$ cat config.mk
export PLATFORM = sky130hd
export DESIGN_NAME = be_lsu_aligner
export DESIGN_NICKNAME = d
export VERILOG_FILES = /design/src/rtl/be_lsu_aligner.sv
export SDC_FILE = /design/constraint.sdc
export NUM_CORES = 1
export LEC_CHECK = 0
export BUFFER_PORTS_ARGS = -buffer_cell sky130_fd_sc_hd__buf_2
export CAP_MARGIN = 20
export CORE_ASPECT_RATIO = 1.75
export CORE_MARGIN = 5
export CORE_UTILIZATION = 44
export DETAILED_ROUTE_END_ITERATION = 8
export GPL_TIMING_DRIVEN = 0
export PLACE_DENSITY = 0.83
export SETUP_SLACK_MARGIN = 0.15
export SLEW_MARGIN = 10
export SYNTH_ARGS = -nofsm -noshare
export SYNTH_HDL_FRONTEND = slang
export SYNTH_SLANG_ARGS = --single-unit
$ cat constraint.sdc
create_clock -name clk -period 3.63 [get_ports clk]
set_clock_uncertainty 0.15 [all_clocks]
set_input_delay 0.1815 -clock clk [delete_from_list [all_inputs] [get_ports clk]]
set_output_delay 0.1815 -clock clk [all_outputs]
set_load 0.03 [all_outputs]
$ cat src/rtl/be_lsu_aligner.sv
module be_lsu_aligner #(
  parameter int XLEN = 32,
  parameter int IMMW = 16
) (
  input  logic                  clk,
  input  logic                  rst_n,
  input  logic                  req_valid,
  input  logic                  req_store,
  input  logic                  req_imm,
  input  logic [1:0]            req_size,
  input  logic [XLEN-1:0]       req_ra,
  input  logic [XLEN-1:0]       req_rb,
  input  logic [IMMW-1:0]       req_imm16,
  input  logic [XLEN-1:0]       req_rd,
  output logic [XLEN-3:0]       mem_addr,
  output logic [XLEN/8-1:0]     mem_we,
  output logic [XLEN-1:0]       mem_wdata,
  output logic                  mem_re,
  input  logic [XLEN-1:0]       mem_rdata,
  output logic                  misalign,
  output logic                  load_valid,
  output logic [XLEN-1:0]       load_data
);
  localparam int LANES = XLEN / 8;
  localparam int OFFW  = $clog2(LANES);

  logic [XLEN-1:0]  ea;
  logic [XLEN-1:0]  operand_b;
  logic [OFFW-1:0]  off;
  logic             access_ok;
  logic [LANES-1:0] lanes;

  logic             pend_v;
  logic [1:0]       pend_sz;
  logic [OFFW-1:0]  pend_off;
  logic [XLEN-1:0]  byte_sh;
  logic [XLEN-1:0]  half_sh;

  assign operand_b = req_imm ? {{(XLEN-IMMW){req_imm16[IMMW-1]}}, req_imm16} : req_rb;
  assign ea        = req_ra + operand_b;
  assign off       = ea[OFFW-1:0];
  assign mem_addr  = ea[XLEN-1:2];

  always_comb begin
    misalign = 1'b0;
    case (req_size)
      2'd0: misalign = 1'b0;
      2'd1: misalign = off[0];
      2'd2: misalign = (off != '0);
      default: misalign = 1'b1;
    endcase
    misalign = misalign & req_valid;
  end

  assign access_ok = req_valid & ~misalign;

  always_comb begin
    case (req_size)
      2'd0:    lanes = {1'b1, {(LANES-1){1'b0}}} >> off;
      2'd1:    lanes = off[1] ? 4'b0011 : 4'b1100;
      2'd2:    lanes = '1;
      default: lanes = '0;
    endcase
  end

  always_comb begin
    case (req_size)
      2'd0:    mem_wdata = {LANES{req_rd[7:0]}};
      2'd1:    mem_wdata = {(LANES/2){req_rd[15:0]}};
      default: mem_wdata = req_rd;
    endcase
  end

  assign mem_we = (access_ok & req_store) ? lanes : '0;
  assign mem_re = access_ok & ~req_store;

  always_ff @(posedge clk or negedge rst_n) begin
    if (!rst_n) begin
      pend_v   <= 1'b0;
      pend_sz  <= 2'd0;
      pend_off <= '0;
    end else begin
      pend_v <= mem_re;
      if (mem_re) begin
        pend_sz  <= req_size;
        pend_off <= off;
      end
    end
  end

  assign byte_sh = mem_rdata >> {~pend_off, 3'b000};
  assign half_sh = mem_rdata >> (pend_off[1] ? 0 : 16);

  always_comb begin
    load_data = '0;
    if (pend_v) begin
      case (pend_sz)
        2'd0:    load_data = {{(XLEN-8){1'b0}}, byte_sh[7:0]};
        2'd1:    load_data = {{(XLEN-16){1'b0}}, half_sh[15:0]};
        default: load_data = mem_rdata;
      endcase
    end
  end

  assign load_valid = pend_v;
endmodule

==> results of run 1 <==
-- cell usage after synthesis (2+ instances only) --
cell type	number
inv_1	30
dfrtp_1	5
nand3_1	9
a21o_1	17
a221oi_1	7
a21boi_1	3
o21ai_0	35
xor2_1	11
buf_4	38
a311oi_1	3
nor3_1	4
a31o_2	2
ha_1	31
nand2b_1	3
mux2i_1	9
a211o_1	2
o211ai_1	3
nand2_1	56
nor2_1	29
buf_2	8
a21oi_1	38
xnor2_1	16
a311o_1	2
nor2_2	2
a311oi_2	2
nor2b_1	20
and2_1	4
o21ai_1	5
a31oi_1	7
nor3b_1	2
o31ai_1	2
o21a_1	5
a211oi_1	4
o22ai_1	2
mux2_2	32
and3_1	21
o21bai_1	2
a22o_1	15
a22oi_1	8
clkbuf_1	27
-- worst max-delay path by stage --
| stage | end | depth (start not counted) |
|---|---|---|
| detailed placement | mem_addr[16] | 15 |
| global placement | mem_addr[16] | 15 |
| finish | mem_addr[28] | 13 |
| floorplan | mem_addr[28] | 11 |
| CTS | mem_addr[25] | 13 |
| global route | mem_addr[25] | 14 |
-- flip-flops by register name, summed over array words and instances (netlist names) --
signal / flops
pend_sz: 2
load_valid: 1
pend_off: 2
-- kinds of logic after synthesis --
| group | after synthesis | share of synthesized area |
|---|---|---|
| compound gates | 176 | 0.3229 |
| fa+ha+maj | 32 | 0.1065 |
| buf+inv | 104 | 0.1418 |
| simple gates | 162 | 0.2137 |
| xor+xnor | 27 | 0.06176 |
| flops | 5 | 0.03268 |
| mux | 42 | 0.1206 |
-- what timing repair did --
action	CTS	global route
gates resized for setup	10	38
endpoints found under the hold margin	5	0
hold buffers	1	0
pin swaps	5	7
endpoints found under the setup margin	18	18
buffers inserted	0	4
-- area by class of cell --
cell class | count | area, µm²
multi-input combinational | 439 | 3282
sequential | 5 | 125.1
clock buffer | 4 | 78.83
tap | 117 | 146.4
buffer | 74 | 457.9
timing repair buffer | 254 | 1291
fill | 806 | 3120
inverter | 30 | 112.6
-- layer usage --
metal | track usage | share of wire
met5 | 0 | 0
met4 | 0.1269 | 0.042
met3 | 0.05886 | 0.092
met2 | 0.4991 | 0.53
met1 | 0.2504 | 0.33
-- worst max-delay path, cell delays in order --
cell and delay, ns:
clkbuf_4 0.17, buf_8 0.16, mux2_2 0.34, ha_1 0.26, buf_2 0.17, a21o_1 0.21, o21a_1 0.20, a311oi_1 0.25
o21ai_1 0.17, a31o_2 0.33, a311oi_2 0.24, buf_4 0.14, buf_2 0.18
-- power groups by stage --
stage	sequential, mW	combinational, mW	clock [mW]
after CTS	0.0759	1.52	0.185
after floorplan	0.0763	1.12	0
final	0.0759	1.57	0.182
after global routing	0.0784	1.69	0.191
after global placement	0.0764	1.49	0
after detailed placement	0.0766	1.51	0
-- per-stage QoR --
step,hold slack (ns),setup slack [ns]
after detailed placement,-0.1521,-0.2919
after CTS,0.1818,0.1135
after global placement,-0.1540,-0.2622
after global routing,0.2109,0.1201
final,0.1781,0.2858
after floorplan,-0.2641,0.6041
==> key figures, run 1 <==
Power and ir drop
  – Clock network power share: 0.099
  – Net Switching: 0.9700 mW
  – Design Power: 1.826 mW
  – Flop pwr share: 0.042
  – Switch share: 0.5312
  – P_leak: 2.991 nW
  – Pwr per Cell Area: 332.3 nW/µm²
  – Part of the power in combinational logic: 0.859
  – Internal Power: 0.8559 mW
  – IR drop worst, VDD: 0.1788 mV

Timing
  – Slew margin rel.: 0.5117
  – Finish-stage setup viols: 0
  – Measured slew at the worst slew-check pin: 0.7324 ns
  – Final Critical Period: 3.344 ns
  – RSZ-0062 raised after global routing: false
  – Max Freq: 0.2990 GHz
  – Fin. Hold Viols: 0
  – TNS Setup: 0 ns
  – Post-route clock period utilization: 0.9213
  – Final Slew Violations: 0

Setup path
  – CP required: 3.30 ns
  – Crit. End Element: output port
  – R2R cell count: 5
  – CP max FO: 10
  – CP startpoint: req_imm
  – Critical path data arrival time: 3.01 ns
  – Reg2Reg Setup Slack: 1.78 ns
  – Worst flop-to-flop path startpoint: pend_sz[1]$_DFFE_PN0P_
  – Critical Path Start Type: input port
  – Reg-to-Reg End: pend_sz[1]$_DFFE_PN0P_
  – WS Path Type: input port to output port

Logic synthesis
  – Cell Area, Synth: 3829 µm²
  – Dominant cells by area after synthesis: ha_1, mux2_2, buf_4
  – Yosys cell types: 67
  – Yosys Warn Count: 0
  – Yosys top cell area share: 0.1013
  – Post-synth ARST share: 1.000
  – Syn Nets: 731
  – #FFs+latches synth: 5
  – Top FF cell, synth: dfrtp_1
  – Top cell type by total area after synthesis: ha_1
  – Mapped Cells: 548
  – Seq/Total Area, Yosys: 0.03268
  – Post-Syn Area per Cell: 6.987 µm²
  – Number of flops mapped to enable cells by yosys: 0

Clocking
  – CTS clock-pin slew for the worst setup and hold paths: 0.03 ns
  – Clock Path Buffers: 2
  – CTS tree: done
  – Root Buffer Master: clkbuf_16
  – Clock sinks: 5
  – H-tree levels: 1
  – Worst skew pair latency: 0.23 ns
  – CTS Buf Count: 3

Detailed routing
  – Routed WL: 14740 µm
  – DRC: 0
  – Number of DRC markers in iteration 0: 197
  – Drt wl/cell: 15.97 µm
  – Vias/cell: 5.508
  – Antenna Nets Post-Route: 0
  – Drt first pass iters: 4
  – Vias: 5084

Final layout
  – Final nets: 990
  – Core Util, Final: 0.6378
  – Diode count: 0
  – Area Growth Syn to Fin: 43.50%
  – Commonest non-fill, non-tap cell in the layout: buf_2
  – Fin area: 5494 µm²
  – Most frequent cells in the layout: buf_2, nand2_1, buf_4, a21oi_1, o21ai_0
  – Non-Filler Instances: 923
  – Layout cell share with drive strength beyond 1: 0.4702

Placement
  – Dpl cells: 914
  – Final Wtd Congestion: 0.9167
  – Area after DPL: 5221 µm²
  – DP HPWL: 12520 µm
  – IO Port Bufs: 249

GRT
  – Vias in the first global route: 4990
  – First-pass GRT wire length: 22950 µm
  – Initial antenna violation count: 0
  – Largest net degree at the start of global routing: 11
  – GRT Util Overall: 0.2605
  – Remaining global-route overflow: 0

Die
  – DIE AREA: 10740 µm²
  – Placeable Area: 8615 µm²
  – Site row count: 45
  – Die Ht: 133.4 µm
  – Ports: 252
  – Die X: 80.52 µm
  – Initial core utilization: 0.4444

Outcome
  – Status: completed

Flow run
  – Max-cap check violation count: 0

Hold path
  – Hold Path Class: input port to async pin
Note: power is estimated with default switching activity, not from simulation.
==> run 2, diff against run 1 <==
--- a/config.mk
+++ b/config.mk
@@ -8,10 +8,9 @@
 export BUFFER_PORTS_ARGS = -buffer_cell sky130_fd_sc_hd__buf_2
 export CAP_MARGIN = 20
-export CORE_ASPECT_RATIO = 1.75
-export CORE_MARGIN = 5
-export CORE_UTILIZATION = 44
+export CORE_AREA = 2 2 97 99
 export DETAILED_ROUTE_END_ITERATION = 8
+export DIE_AREA = 0 0 99 101
 export GPL_TIMING_DRIVEN = 0
-export PLACE_DENSITY = 0.83
+export PLACE_DENSITY = 0.82
 export SETUP_SLACK_MARGIN = 0.15
 export SLEW_MARGIN = 10
==> constraint.sdc (replaced) <==
create_clock -name clk -period 3.63 [get_ports clk]
set_clock_uncertainty 0.15 [all_clocks]
set_input_delay 0.726 -clock clk [delete_from_list [all_inputs] [get_ports clk]]
set_output_delay 0.726 -clock clk [all_outputs]
set_load 0.03 [all_outputs]
==> run 2 against run 1 <==
The flow now finishes with violations (negative setup slack). Clock-buffer cell count unchanged. Critical path depth rose by 1. Utilization increased by 12 points. Critical endpoint unchanged.
==> key figures, run 2 (synthesized netlist as in run 1, its figures left out) <==
Outcome
  – Status: finished with violations
  – Failing checks: negative setup slack

Power and ir drop
  – P_leak: 3.452 nW
  – IR drop worst, VDD: 0.2804 mV
  – Pwr per Cell Area: 330.1 nW/µm²

Final layout
  – Diode count: 0
  – Fillers: 586
  – Final nets: 1034
  – Non-Filler Instances: 961
  – Commonest non-fill, non-tap cell in the layout: buf_2
  – Layout cell share with drive strength beyond 1: 0.5871
  – Most frequent cells in the layout: buf_2, buf_4, nand2_1, buf_6, inv_1
  – Area Growth Syn to Fin: 77.06%
  – Core Util, Final: 0.7551

Timing
  – Final hold slack: 0.1564 ns
  – Finish-stage setup viols: 27
  – Max Freq: 0.2316 GHz
  – Fin. Hold Viols: 0
  – Slew margin rel.: 0.5010
  – Final Slew Violations: 0
  – RSZ-0062 raised after global routing: true
  – Post-route clock period utilization: 1.189
  – Measured slew at the worst slew-check pin: 0.7485 ns
  – Final WS setup: -0.6875 ns
  – Final Critical Period: 4.318 ns

Detailed routing
  – Vias/cell: 6.014
  – DRC: 0
  – Antenna Nets Post-Route: 0
  – Vias: 5779
  – Routed WL: 18930 µm
  – Drt first pass iters: 6
  – Number of DRC markers in iteration 0: 539
  – Drt wl/cell: 19.70 µm

Die
  – Initial core utilization: 0.4265
  – Site row count: 35
  – Placeable Area: 8977 µm²
  – Die X: 99 µm
  – DIE AREA: 9999 µm²
  – Ports: 252
  – Die Ht: 101 µm

Clocking
  – CTS tree: done
  – CTS Buf Count: 3
  – Clock Path Buffers: 2
  – CTS clock-pin slew for the worst setup and hold paths: 0.03 ns
  – Hold-fix buffers at CTS: 0
  – Worst skew pair latency: 0.22 ns
  – Clock sinks: 5
  – Root Buffer Master: clkbuf_8
  – H-tree levels: 1

Setup path
  – Cell Chain, Critical Path: buf_12, buf_12, buf_16, mux2_4, ha_4, buf_6, a21o_1, o21a_1, a311oi_2, o21ai_2, a31o_4, a311oi_2, buf_4, buf_6
  – CP required: 2.75 ns
  – Critical path data arrival time: 3.44 ns
  – Crit path max-delay cell type: mux2_4
  – WS Path Type: input port to output port
  – CP max FO: 6
  – Critical Path Start Type: input port
  – Crit. End Element: output port
  – CP bufs+invs: 6
  – Slowest Stage Delay on Critical Path: 0.31 ns
  – CP top delay family: compound AO/OA/AOI/OAI gates

Placement
  – DP HPWL: 12130 µm
  – IO Port Bufs: 249
  – Dpl cells: 908
  – Post-place setup slack: -0.8408 ns
  – Final Wtd Congestion: 0.9367

GRT
  – Vias in the first global route: 5689
  – GRT Util Overall: 0.3280
  – Largest net degree at the start of global routing: 11
  – First-pass GRT wire length: 26770 µm
  – Initial antenna violation count: 0
  – Remaining global-route overflow: 0

Hold path
  – Hold Path Class: input port to async pin

Flow run
  – Max-cap check violation count: 0
[run 2: cell count changes in the layout (fill, tap and decap cells not counted), sizes merged]
cell	before	now
dlygate4sd3	1	0
buf	300	346
clkbuf	31	30
[run 2: power by group]
group | leakage [nW] | switching [mW] | internal (mW)
sequential | 0.0628 | 0.00816 | 0.0691
combinational | 3.37 | 1.12 | 0.935
clock | 0.0228 | 0.0278 | 0.0754
total | 3.45 | 1.16 | 1.08
[run 2: final timing paths]
kind,startpoint,to,slack [ns],cells after the start
worst min-delay path,rst_n,load_valid$_DFF_PN0_,0.16,1
min in group clk,pend_off[0]$_DFFE_PN0P_,pend_off[0]$_DFFE_PN0P_,0.36,1
worst min register to register,pend_off[0]$_DFFE_PN0P_,pend_off[0]$_DFFE_PN0P_,0.36,1
max in group asynchronous,rst_n,pend_off[0]$_DFFE_PN0P_,3.05,1
worst max register to register,pend_sz[1]$_DFFE_PN0P_,pend_sz[1]$_DFFE_PN0P_,1.83,5
worst max-delay path,req_imm,mem_addr[28],-0.69,14
[run 2: per-stage QoR]
step	total power, mW	cell area [µm²]	setup TNS [ns]
after floorplan	1.264	4209	-0.3532
after global placement	1.642	5594	-12.41
after detailed placement	1.663	5594	-13.52
after CTS	2.058	6486	-10.08
after global routing	2.351	6779	-13.65
final	2.238	6779	-12.40
[run 2: routing by layer]
metal,global-route usage,routed length [µm]
met3,0.04438,1672
met4,0.1686,1052
met5,0,0
met2,0.6195,9638
met1,0.3544,6567
[run 2: worst reg2reg max path: stages (launching register included)]
cell,delay [ns]
dfrtp_1,0.31
clkbuf_1,0.33
clkbuf_1,0.41
clkbuf_1,0.37
nand2_1,0.09
nand2_1,0.07
[run 2: area by class of cell]
type	count	area (µm²)	share of cell area
buffer	74	551.8	0.08140
multi-input combinational	439	3889	0.5736
sequential	5	125.1	0.01846
tap	111	138.9	0.02049
clock buffer	4	45.04	0.006645
timing repair buffer	298	1909	0.2817
inverter	30	120.1	0.01772
[run 2: repair_timing]
| action | in CTS | in global routing |
|---|---|---|
| cloned | 1 | 0 |
| resized for setup | 126 | 51 |
| buffers inserted | 38 | 10 |
| endpoints found under the setup margin | 33 | 34 |
| pin swaps | 54 | 44 |
